===== config.mk =====
export PLATFORM = sky130hd
export DESIGN_NAME = pwm_quad
export DESIGN_NICKNAME = d
export VERILOG_FILES = /design/src/rtl/pwm_quad_pkg.sv /design/src/rtl/pwm_quad_regs.sv /design/src/rtl/pwm_quad_chan.sv /design/src/rtl/pwm_quad.sv
export SDC_FILE = /design/constraint.sdc
export NUM_CORES = 1
export LEC_CHECK = 0
export ABC_AREA = 1
export BUFFER_PORTS_ARGS = -buffer_cell sky130_fd_sc_hd__buf_4
export CORE_UTILIZATION = 45
export CTS_CLUSTER_DIAMETER = 200
export CTS_CLUSTER_SIZE = 24
export DETAILED_ROUTE_END_ITERATION = 8
export PLACE_DENSITY_LB_ADDON = 0.08
export REMOVE_ABC_BUFFERS = 1
export SLEW_MARGIN = 20
export SYNTH_ARGS = -nofsm -noshare
export SYNTH_HDL_FRONTEND = slang
export SYNTH_SLANG_ARGS = --single-unit

===== constraint.sdc =====
create_clock -name clk_i -period 5.9 [get_ports clk_i]
set_input_delay 1.18 -clock clk_i [delete_from_list [all_inputs] [get_ports clk_i]]
set_output_delay 1.18 -clock clk_i [all_outputs]
set_load 0.1 [all_outputs]

===== src/rtl/pwm_quad_pkg.sv =====
package pwm_quad_pkg;
  localparam int CH_SHIFT = 5;
  localparam logic [CH_SHIFT-1:0] OFF_PRE  = 5'h00;
  localparam logic [CH_SHIFT-1:0] OFF_MOD  = 5'h04;
  localparam logic [CH_SHIFT-1:0] OFF_DUTY = 5'h08;
  localparam logic [CH_SHIFT-1:0] OFF_EN   = 5'h18;
endpackage


===== src/rtl/pwm_quad_regs.sv =====
module pwm_quad_regs
  import pwm_quad_pkg::*;
#(
  parameter int N_CH   = 4,
  parameter int PRE_W  = 8,
  parameter int MOD_W  = 8,
  parameter int DUTY_W = 16,
  parameter int DW     = 32,
  parameter int AW     = 7
) (
  input  logic                         clk_i,
  input  logic                         rst_ni,
  input  logic                         wr_en_i,
  input  logic [AW-1:0]                addr_i,
  input  logic [DW-1:0]                wdata_i,
  output logic [DW-1:0]                rdata_o,
  output logic [N_CH-1:0][PRE_W-1:0]   pre_o,
  output logic [N_CH-1:0][MOD_W-1:0]   mod_o,
  output logic [N_CH-1:0][DUTY_W-1:0]  duty_o,
  output logic [N_CH-1:0]              en_o,
  output logic [N_CH-1:0]              commit_o
);
  localparam int CW = AW - CH_SHIFT;

  logic [CW-1:0]       ch_sel;
  logic [CH_SHIFT-1:0] off;
  logic                ch_ok;
  logic                off_mapped;

  assign ch_sel     = addr_i[AW-1:CH_SHIFT];
  assign off        = addr_i[CH_SHIFT-1:0];
  assign ch_ok      = (int'(ch_sel) < N_CH);
  assign off_mapped = (off == OFF_PRE) || (off == OFF_MOD) ||
                      (off == OFF_DUTY) || (off == OFF_EN);

  for (genvar g = 0; g < N_CH; g++) begin : g_ch
    logic              hit;
    logic [PRE_W-1:0]  pre_q;
    logic [MOD_W-1:0]  mod_q;
    logic [DUTY_W-1:0] duty_q;
    logic              en_q;

    assign hit = wr_en_i && ch_ok && (int'(ch_sel) == g);

    always_ff @(posedge clk_i or negedge rst_ni) begin
      if (!rst_ni) begin
        pre_q  <= '0;
        mod_q  <= '0;
        duty_q <= '0;
        en_q   <= 1'b0;
      end else if (hit) begin
        case (off)
          OFF_PRE:  pre_q  <= wdata_i[PRE_W-1:0];
          OFF_MOD:  mod_q  <= wdata_i[MOD_W-1:0];
          OFF_DUTY: duty_q <= wdata_i[DUTY_W-1:0];
          OFF_EN:   en_q   <= wdata_i[0];
          default: ;
        endcase
      end
    end

    assign pre_o[g]    = pre_q;
    assign mod_o[g]    = mod_q;
    assign duty_o[g]   = duty_q;
    assign en_o[g]     = en_q;
    // duty write arms the commit of the whole shadow set
    assign commit_o[g] = hit && (off == OFF_DUTY);
  end

  always_comb begin
    rdata_o = '0;
    if (ch_ok) begin
      case (off)
        OFF_PRE:  rdata_o[PRE_W-1:0]  = pre_o[ch_sel];
        OFF_MOD:  rdata_o[MOD_W-1:0]  = mod_o[ch_sel];
        OFF_DUTY: rdata_o[DUTY_W-1:0] = duty_o[ch_sel];
        OFF_EN:   rdata_o[0]          = en_o[ch_sel];
        default: ;
      endcase
    end
  end

  p_unmapped_write_ignored_r2: assert property (@(posedge clk_i) disable iff (!rst_ni)
    (wr_en_i && !off_mapped) |=> ($stable(pre_o) && $stable(mod_o) &&
                                  $stable(duty_o) && $stable(en_o)));

  p_commit_single_channel_r9: assert property (@(posedge clk_i) disable iff (!rst_ni)
    $onehot0(commit_o));
endmodule


===== src/rtl/pwm_quad_chan.sv =====
module pwm_quad_chan #(
  parameter int PRE_W  = 8,
  parameter int MOD_W  = 8,
  parameter int DUTY_W = 16
) (
  input  logic              clk_i,
  input  logic              rst_ni,
  input  logic              en_i,
  input  logic              commit_i,
  input  logic [PRE_W-1:0]  pre_i,
  input  logic [MOD_W-1:0]  mod_i,
  input  logic [DUTY_W-1:0] duty_i,
  output logic              pwm_o
);
  logic              pend_q;
  logic [PRE_W-1:0]  act_pre_q;
  logic [MOD_W-1:0]  act_mod_q;
  logic [DUTY_W-1:0] act_duty_q;
  logic [PRE_W-1:0]  pcnt_q;
  logic [MOD_W-1:0]  scnt_q;
  logic [MOD_W-1:0]  last_step;
  logic              step_end;
  logic              per_end;
  logic              apply;

  assign last_step = (act_mod_q == '0) ? '0 : act_mod_q - MOD_W'(1);
  assign step_end  = (pcnt_q == act_pre_q);
  assign per_end   = step_end && (scnt_q == last_step);
  // idle channel takes a commit at once, running channel at the boundary
  assign apply     = pend_q && (!en_i || per_end);

  always_ff @(posedge clk_i or negedge rst_ni) begin
    if (!rst_ni) begin
      pend_q     <= 1'b0;
      act_pre_q  <= '0;
      act_mod_q  <= '0;
      act_duty_q <= '0;
    end else begin
      pend_q <= commit_i || (pend_q && !apply);
      if (apply) begin
        act_pre_q  <= pre_i;
        act_mod_q  <= mod_i;
        act_duty_q <= duty_i;
      end
    end
  end

  always_ff @(posedge clk_i or negedge rst_ni) begin
    if (!rst_ni) begin
      pcnt_q <= '0;
      scnt_q <= '0;
    end else if (!en_i) begin
      pcnt_q <= '0;
      scnt_q <= '0;
    end else if (step_end) begin
      pcnt_q <= '0;
      scnt_q <= per_end ? '0 : scnt_q + MOD_W'(1);
    end else begin
      pcnt_q <= pcnt_q + PRE_W'(1);
    end
  end

  assign pwm_o = en_i && (DUTY_W'(scnt_q) < act_duty_q);

  p_cfg_frozen_mid_period_r7: assert property (@(posedge clk_i) disable iff (!rst_ni)
    (en_i && !per_end) |=> ($stable(act_pre_q) && $stable(act_mod_q) && $stable(act_duty_q)));

  p_step_in_range_r3: assert property (@(posedge clk_i) disable iff (!rst_ni)
    en_i |-> (scnt_q <= last_step));

  p_stop_resets_counters_r8: assert property (@(posedge clk_i) disable iff (!rst_ni)
    $fell(en_i) |=> (pcnt_q == '0 && scnt_q == '0));
endmodule


===== src/rtl/pwm_quad.sv =====
module pwm_quad #(
  parameter int N_CH   = 4,
  parameter int PRE_W  = 8,
  parameter int MOD_W  = 8,
  parameter int DUTY_W = 16,
  parameter int DW     = 32,
  localparam int AW    = pwm_quad_pkg::CH_SHIFT + $clog2(N_CH)
) (
  input  logic            clk_i,
  input  logic            rst_ni,
  input  logic            wr_en_i,
  input  logic [AW-1:0]   addr_i,
  input  logic [DW-1:0]   wdata_i,
  output logic [DW-1:0]   rdata_o,
  output logic [N_CH-1:0] pwm_o
);
  logic [N_CH-1:0][PRE_W-1:0]  pre_s;
  logic [N_CH-1:0][MOD_W-1:0]  mod_s;
  logic [N_CH-1:0][DUTY_W-1:0] duty_s;
  logic [N_CH-1:0]             en_s;
  logic [N_CH-1:0]             commit_s;

  pwm_quad_regs #(
    .N_CH(N_CH), .PRE_W(PRE_W), .MOD_W(MOD_W), .DUTY_W(DUTY_W), .DW(DW), .AW(AW)
  ) u_regs (
    .clk_i    (clk_i),
    .rst_ni   (rst_ni),
    .wr_en_i  (wr_en_i),
    .addr_i   (addr_i),
    .wdata_i  (wdata_i),
    .rdata_o  (rdata_o),
    .pre_o    (pre_s),
    .mod_o    (mod_s),
    .duty_o   (duty_s),
    .en_o     (en_s),
    .commit_o (commit_s)
  );

  for (genvar g = 0; g < N_CH; g++) begin : g_chan
    pwm_quad_chan #(
      .PRE_W(PRE_W), .MOD_W(MOD_W), .DUTY_W(DUTY_W)
    ) u_chan (
      .clk_i    (clk_i),
      .rst_ni   (rst_ni),
      .en_i     (en_s[g]),
      .commit_i (commit_s[g]),
      .pre_i    (pre_s[g]),
      .mod_i    (mod_s[g]),
      .duty_i   (duty_s[g]),
      .pwm_o    (pwm_o[g])
    );
  end
endmodule


==> impl_summary.log, run 1 <==
INFO  metric timing.final.setup_violations = 0
INFO  metric final.fill_count = 3,740
INFO  metric pin_count_of_the_biggest_net_entering_global_routing = 132
INFO  metric leakage = 0.00899 uW
INFO  metric critical_path.n_buffers_inverters = 2
INFO  metric die_area = 38,800 um^2
INFO  metric netSwitchingFraction = 29.0%
INFO  metric cp.arrival = 3.37 ns
INFO  metric report.final.hold_viol_count = 0
INFO  metric worst_pin_slew = 1.04 ns
INFO  metric cpPeakStageDelay = approximately 0.84 ns
INFO  metric drc = 0
INFO  metric rows = 71
INFO  metric final_util = between 40% and 50%
INFO  metric postSynth.topFlopCell = sky130_fd_sc_hd__dfrtp_1
INFO  metric p_int = between 3000 and 4000 uW
INFO  metric slowest_stage = sky130_fd_sc_hd__nor2_2
INFO  metric power = approximately 4200 uW
INFO  metric crit_path_max_fanout = 44
INFO  metric period_share = 77.1%
INFO  metric clkPwrFrac = slightly below 30%
INFO  metric min_path_cells = 2
INFO  metric synth.avg_cell_area = 7.73 um^2
INFO  metric path_delay_family = simple AND/OR/NAND/NOR gates
INFO  metric grt_overflow = 0
INFO  metric cts_resized = 0
INFO  metric post-dp-hpwl = 32,500 um
INFO  metric critical_path_cell_sequence = buf_4, nor2_2, a22oi_1, a31oi_1, a221o_1, buf_4
INFO  metric combinationalPowerShare = between 10% and 20%
INFO  metric seq_area_frac_synth = between 40% and 50%
INFO  metric start_util = between 40% and 50%
INFO  metric fmax = 220 MHz
INFO  metric horizontal_extent_of_the_die = 197 um
INFO  metric critPathLaunchType = primary input
INFO  metric area_added_between_synthesis_and_finish = 5.52%
INFO  metric ys_ff_latch = 328
INFO  metric final_nets = 2,270
INFO  metric cts-root-to-sink-buffers = 3
INFO  metric dr_total_vias = roughly 14,000
INFO  metric worst-r2r-cell-count = 15
INFO  metric outcome = finished, final reports clean
INFO  metric vias_per_cell = 5.18
INFO  metric final_period_minus_worst_setup_slack = about 4.5 ns
INFO  metric timing.max_slew.rel_slack = a little under a third
INFO  metric layoutNonFillerInstCount = around 2,700
INFO  metric cellPowerDensity = 235 nW/um^2
INFO  metric cts-buffers-inserted = 17
INFO  metric worst_hold_path_type = register to register
INFO  metric whs = 0.478 ns
INFO  metric htree_num_levels = 1
INFO  metric crit_path_end_kind = primary output
INFO  metric synth-async-reset-ratio = 100%
INFO  metric cts-hold-fix-buffers = 0
INFO  metric max-cap-violations = 0
INFO  metric setup_repair_after_global_routing_missed_its_margin = no
INFO  metric post_route_cells_drive_above_1_share = around 5.2%
INFO  metric design.portCount = between 70 and 80
INFO  metric floorplan.die.height = 197 um
INFO  metric clock_latency = 0.52 ns
INFO  metric first_global_vias = around 13,000
INFO  metric clock-sinks = 328
INFO  metric finalWirelength = 44,400 um
INFO  metric most_frequent_cp_cell = sky130_fd_sc_hd__buf_4
INFO  metric yosys.cell_types.count = 41
INFO  metric synth_edf_count = 0
INFO  metric drt_first_pass_iters = 5
INFO  metric p_seq_share = 57.6%
INFO  metric yosys_warnings = 0
INFO  metric cell_area_after_technology_mapping = 17,100 um^2
INFO  metric crit_required = 4.72 ns
INFO  metric net-switching-power = 1230 uW
INFO  metric slew_violations = 0
INFO  metric clockRootBuffer = sky130_fd_sc_hd__clkbuf_16
INFO  metric globalplace.congestion = 0.926
INFO  metric grt_pass1_wl = 72,300 um
INFO  metric cts.repair_timing.setup_buffer_count = 0
INFO  metric cts_tree = yes
INFO  metric cp_num_cells = 6
INFO  metric drtIter0Drc = 972
INFO  metric placedCellCount = 2,680
INFO  metric antenna_violations_before_repair = 1
INFO  metric post_synthesis_instance_total = 2,214
INFO  metric worst_ir_drop_vdd = around 0.22 mV
INFO  metric buffer_ports.inserted = 45
INFO  metric gr-usage-all-layers = 23.5%
INFO  metric wire_per_inst = 16.5 um
INFO  metric setup-tns-final = 0 ns
INFO  metric final_antenna_net_count = 0
INFO  metric worst-setup-path-type = primary input to primary output
INFO  metric cts.clk_slew.worst_paths = around 0.10 ns
INFO  metric fin_worst_skew = 0.0160 ns
INFO  metric coreArea = 37,600 um^2
layer usage:
metal / vias up / routed length (um) / GRT usage [%]
met4: 2 / 913 / 4.79
met1: 6590 / 21800 / 35.2
met5: - / 13 / 0
met3: 42 / 2120 / 3.12
li1: 7063 / - / -
met2: 276 / 19600 / 36.4
area by class of cell:
class	instances	area [um^2]	area share (%)
Timing Repair Buffer	57	448	2.48
Multi-Input combinational cell	1553	7460	41.3
Clock inverter	1	8.76	0.0485
Sequential cell	328	8210	45.5
Tap cell	511	639	3.54
Inverter	231	867	4.80
Clock buffer	17	425	2.36
Antenna cell	1	2.50	0.0139
sequential cells by signal, indices dropped and copies added (netlist names):
name	flops
g_chan.u_chan.act_duty_q	64
u_regs.g_ch.duty_q	64
g_chan.u_chan.act_mod_q	32
g_chan.u_chan.act_pre_q	32
g_chan.u_chan.pcnt_q	32
g_chan.u_chan.scnt_q	32
u_regs.g_ch.mod_q	32
u_regs.g_ch.pre_q	32
g_chan.u_chan.pend_q	4
u_regs.g_ch.en_q	4
power by group through the flow:
stage | logic, uW | registers (uW) | clock network (uW)
after global routing | 628 | 2460 | 1370
after floorplan | 375 | 2440 | 0
after detailed placement | 554 | 2490 | 0
after CTS | 556 | 2450 | 1300
after global placement | 547 | 2490 | 0
final | 551 | 2450 | 1250
placed cells by master (no fill, tap or decap), types with 3 or more instances in the layout:
master / n
sky130_fd_sc_hd__inv_2: 7
sky130_fd_sc_hd__o211ai_1: 9
sky130_fd_sc_hd__o21ai_1: 3
sky130_fd_sc_hd__a22o_1: 12
sky130_fd_sc_hd__ha_1: 40
sky130_fd_sc_hd__a31oi_1: 10
sky130_fd_sc_hd__clkinv_1: 4
sky130_fd_sc_hd__buf_4: 55
sky130_fd_sc_hd__a22oi_1: 20
sky130_fd_sc_hd__nand3_2: 3
sky130_fd_sc_hd__o22ai_1: 14
sky130_fd_sc_hd__nand4_1: 28
sky130_fd_sc_hd__o21ai_0: 163
sky130_fd_sc_hd__nand2_4: 3
sky130_fd_sc_hd__nor3_1: 25
sky130_fd_sc_hd__nor4_1: 5
sky130_fd_sc_hd__a21oi_1: 44
sky130_fd_sc_hd__inv_1: 220
sky130_fd_sc_hd__xor2_1: 25
sky130_fd_sc_hd__xnor2_1: 9
sky130_fd_sc_hd__a21boi_0: 4
sky130_fd_sc_hd__clkbuf_16: 17
sky130_fd_sc_hd__dfrtp_1: 327
sky130_fd_sc_hd__nand3_1: 265
sky130_fd_sc_hd__nor2_2: 11
sky130_fd_sc_hd__nor2_1: 117
sky130_fd_sc_hd__conb_1: 16
sky130_fd_sc_hd__nand2_2: 11
sky130_fd_sc_hd__nand2_1: 701
sky130_fd_sc_hd__nand3b_1: 4
path summary, 6_finish.rpt:
kind                                                 from                             end  slack, ns
setup / recovery                                addr_i[6]                      rdata_o[4]       1.35
hold / removal             g_chan[3].u_chan.act_duty_q[8]  g_chan[3].u_chan.act_duty_q[8]       0.48
setup reg to reg            g_chan[2].u_chan.act_mod_q[0]   g_chan[2].u_chan.act_pre_q[5]       2.46
hold reg to reg            g_chan[3].u_chan.act_duty_q[8]  g_chan[3].u_chan.act_duty_q[8]       0.48
max in group asynchronous                          rst_ni         g_chan[2].u_chan.pend_q       3.94
min in group asynchronous                          rst_ni      g_chan[3].u_chan.scnt_q[2]       0.67
tightest hold or removal path: cells and delay by family (launching register included):
family        cells  cell delay (ns)
flops             1             0.35
simple gates      2             0.09
synthesized netlist by cell type, types with 10 or more instances:
library cell | n | area share [%]
sky130_fd_sc_hd__nand2_1 | 702 | 15
sky130_fd_sc_hd__nand4_1 | 28 | 1.0
sky130_fd_sc_hd__o21ai_0 | 163 | 4.8
sky130_fd_sc_hd__nand2_2 | 10 | 0.37
sky130_fd_sc_hd__buf_4 | 23 | 1.0
sky130_fd_sc_hd__clkbuf_1 | 60 | 1.3
sky130_fd_sc_hd__a22o_1 | 12 | 0.61
sky130_fd_sc_hd__o22ai_1 | 14 | 0.51
sky130_fd_sc_hd__xor2_1 | 25 | 1.3
sky130_fd_sc_hd__nor3_1 | 25 | 0.73
sky130_fd_sc_hd__buf_2 | 17 | 0.50
sky130_fd_sc_hd__inv_1 | 220 | 4.8
sky130_fd_sc_hd__a22oi_1 | 20 | 0.88
sky130_fd_sc_hd__nand3_1 | 265 | 7.7
sky130_fd_sc_hd__nor2_1 | 119 | 2.6
sky130_fd_sc_hd__a31oi_1 | 10 | 0.37
sky130_fd_sc_hd__ha_1 | 40 | 2.9
sky130_fd_sc_hd__dfrtp_1 | 328 | 48
sky130_fd_sc_hd__buf_6 | 13 | 0.86
sky130_fd_sc_hd__a21oi_1 | 44 | 1.3
metrics by stage:
stage               setup WS [ns]  instance area, um^2
floorplan                   0.670                16500
global placement             1.49                17600
detailed placement           1.43                17600
CTS                          1.43                18100
global route                 1.27                18100
finish                       1.35                18100
logic make-up (layout without fill, tap and decap cells):
family	after synthesis	in the layout	synth area share [%]
compound gates	284	284	9.33
xor+xnor	34	34	1.74
other cells	1	17	0.0219
fa+ha+maj	40	40	2.92
flops	328	328	48.0
buf+inv	348	306	8.83
simple gates	1179	1179	29.2
Note: power is estimated with default switching activity, not from simulation.
==> run 2, diff against run 1 <==
==> constraint.sdc (replaced) <==
create_clock -name clk_i -period 4 [get_ports clk_i]
set_input_delay 0.8 -clock clk_i [delete_from_list [all_inputs] [get_ports clk_i]]
set_output_delay 0.8 -clock clk_i [all_outputs]
set_load 0.1 [all_outputs]
==> run 2 against run 1 <==
Net effect: design area is 0.46% higher; setup slack worse by 0.89 ns; clock skew is 0.0027 ns higher; routed wire length is 1.8% higher; register-to-register slack worse by 1.2 ns; global-route usage is 0.30 points higher; largest power group unchanged.
==> impl_summary.log, run 2 (synthesis results as in run 1) <==
INFO  metric horizontal_extent_of_the_die = 197 um
INFO  metric regs_by_ff_count = g_chan.u_chan.act_duty_q (64), u_regs.g_ch.duty_q (64)
INFO  metric cts-buffers-inserted = 17
INFO  metric die_area = around 39,000 um^2
INFO  metric final_nets = about 2,300
INFO  metric antenna_violations_before_repair = 1
INFO  metric netSwitchingFraction = 29.1%
INFO  metric critPathLaunchType = primary input
INFO  metric start_util = 45.5%
INFO  metric htree_num_levels = 1
INFO  metric crit_required = roughly 3.2 ns
INFO  metric p_seq_share = between 50% and 60%
INFO  metric floorplan.die.height = 197 um
INFO  metric vias_per_cell = 5.24
INFO  metric grt_overflow = 0
INFO  metric timing.max_slew.rel_slack = 29.1%
INFO  metric cp.arrival = 2.74 ns
INFO  metric dpl-instance-area = 17,700 um^2
INFO  metric slew_violations = 0
INFO  metric period_share = between 80 and 90%
INFO  metric final_util = ~48%
INFO  metric combinationalPowerShare = 13.2%
INFO  metric buffer_ports.inserted = 45
INFO  metric gr-usage-all-layers = 23.8%
INFO  metric crit_path_end_kind = primary output
INFO  metric max-cap-violations = 0
INFO  metric drt_first_pass_iters = 6
INFO  metric clkPwrFrac = between 20% and 30%
INFO  metric worst_ir_drop_vdd = 0.319 mV
INFO  metric clock-sinks = 328
INFO  metric r2r_setup_slack = 1.26 ns
INFO  metric rr_startpoint = g_chan[0].u_chan.act_mod_q[0]
INFO  metric outcome = finished, final reports clean
INFO  metric crit_path_max_fanout = 22
INFO  metric stdcell_area = 18,100 um^2
INFO  metric setup_repair_after_global_routing_missed_its_margin = no
INFO  metric pin_count_of_the_biggest_net_entering_global_routing = 80
INFO  metric worst_pin_slew = between 1 and 1.5 ns
INFO  metric clock_latency = 0.52 ns
INFO  metric final_period_minus_worst_setup_slack = 3.54 ns
INFO  metric worst-setup-path-type = primary input to primary output
INFO  metric post_route_cells_drive_above_1_share = under 10%
INFO  metric insertedDiodeCount = 0
INFO  metric final.fill_count = approximately 3,700
INFO  metric post-dp-hpwl = about 33,000 um
INFO  metric fmax = 282 MHz
INFO  metric dr_total_vias = 14,166
INFO  metric coreArea = ~38,000 um^2
INFO  metric worst_hold_path_type = primary input to async pin
INFO  metric area_added_between_synthesis_and_finish = 6.00%
INFO  metric cellPowerDensity = 347 nW/um^2
INFO  metric final_common_cell = sky130_fd_sc_hd__nand2_1
INFO  metric first_global_vias = 13,283
INFO  metric globalplace.congestion = between 0.8 and 0.9
INFO  metric cts_resized = 0
INFO  metric drtIter0Drc = 1,048
INFO  metric rows = between 70 and 80
INFO  metric cts.repair_timing.setup_buffer_count = 0
INFO  metric cts_tree = yes
INFO  metric cts.clk_slew.worst_paths = 0.10 ns
INFO  metric design.portCount = 78
INFO  metric final_cell_mix = sky130_fd_sc_hd__nand2_1 (700), sky130_fd_sc_hd__dfrtp_1 (327), sky130_fd_sc_hd__nand3_1 (265), sky130_fd_sc_hd__inv_1 (220), sky130_fd_sc_hd__o21ai_0 (163)
INFO  metric cts-hold-fix-buffers = 0
INFO  metric grt_pass1_wl = 72,900 um
INFO  metric cts-root-to-sink-buffers = 3
INFO  metric leakage = 0.00903 uW
INFO  metric wire_per_inst = 16.7 um
INFO  metric drc = 0
INFO  metric report.final.hold_viol_count = 0
INFO  metric critical_path.reg2reg.endpoint = g_chan[0].u_chan.act_duty_q[11]
INFO  metric worst-r2r-cell-count = 15
INFO  metric layout_setup_ws = approximately 0.46 ns
INFO  metric p_int = between 4000 and 5000 uW
INFO  metric dpl_worst_slack = 0.474 ns
INFO  metric fin_worst_skew = 0.0187 ns
INFO  metric finalWirelength = 45,200 um
INFO  metric final_antenna_net_count = 0
INFO  metric power = 6290 uW
INFO  metric net-switching-power = 1830 uW
INFO  metric timing.final.setup_violations = 0
INFO  metric clockRootBuffer = sky130_fd_sc_hd__clkbuf_16
## run 2: cell types whose count changed in the layout (fill, tap and decap cells not counted), sizes merged
cell   previous run  this run
buf              57        63
diode             1         0
## run 2: per-layer routing
layer,global-route usage (%),share of wire [%],vias to the layer above
li1,-,-,7071
met1,35.8,49,6714
met2,36.9,44,321
met3,2.01,4.5,58
met4,6.17,2.6,2
met5,0,0.038,-
## run 2: worst max-delay path by stage
stage | from | end | slack, ns | depth (start not counted)
4_1_cts | addr_i[5] | rdata_o[4] | 0.48 | 8
3_3_place_gp | addr_i[5] | rdata_o[3] | 0.50 | 8
5_1_grt | addr_i[5] | rdata_o[5] | 0.34 | 8
3_5_place_dp | addr_i[5] | rdata_o[4] | 0.47 | 8
2_1_floorplan | addr_i[5] | rdata_o[10] | -0.47 | 4
6_report | addr_i[5] | rdata_o[3] | 0.46 | 8
## run 2: critical path: stages
cell and delay (ns):
sky130_fd_sc_hd__buf_4 0.12, sky130_fd_sc_hd__buf_4 0.21, sky130_fd_sc_hd__nor2_2 0.47, sky130_fd_sc_hd__buf_4 0.34, sky130_fd_sc_hd__a22o_1 0.19, sky130_fd_sc_hd__o21ai_0 0.07
sky130_fd_sc_hd__nand3_1 0.19, sky130_fd_sc_hd__buf_4 0.33
## run 2: stage by stage
| stage | hold slack, ns | cells | TNS [ns] |
|---|---|---|---|
| after global placement | 0.454 | 2686 | 0 |
| after detailed placement | 0.460 | 2686 | 0 |
| final | 0.252 | 2704 | 0 |
| after global routing | 0.303 | 2704 | 0 |
| after floorplan | 0.436 | 2112 | -3.76 |
| after CTS | 0.287 | 2704 | 0 |
## run 2: power groups by stage
stage / logic, uW / clock network [uW] / registers [uW]
detailed placement: 830 / 0 / 3670
floorplan: 553 / 0 / 3600
global placement: 815 / 0 / 3670
global route: 934 / 2020 / 3620
CTS: 832 / 1910 / 3610
finish: 828 / 1850 / 3610
## run 2: final cells by class
cell class | count | area [um^2] | area share, %
Clock buffer | 17 | 425 | 2.34
Tap cell | 511 | 639 | 3.52
Clock inverter | 1 | 8.76 | 0.0483
Multi-Input combinational cell | 1553 | 7460 | 41.1
Timing Repair Buffer | 63 | 531 | 2.92
Sequential cell | 328 | 8210 | 45.2
Inverter | 231 | 867 | 4.78
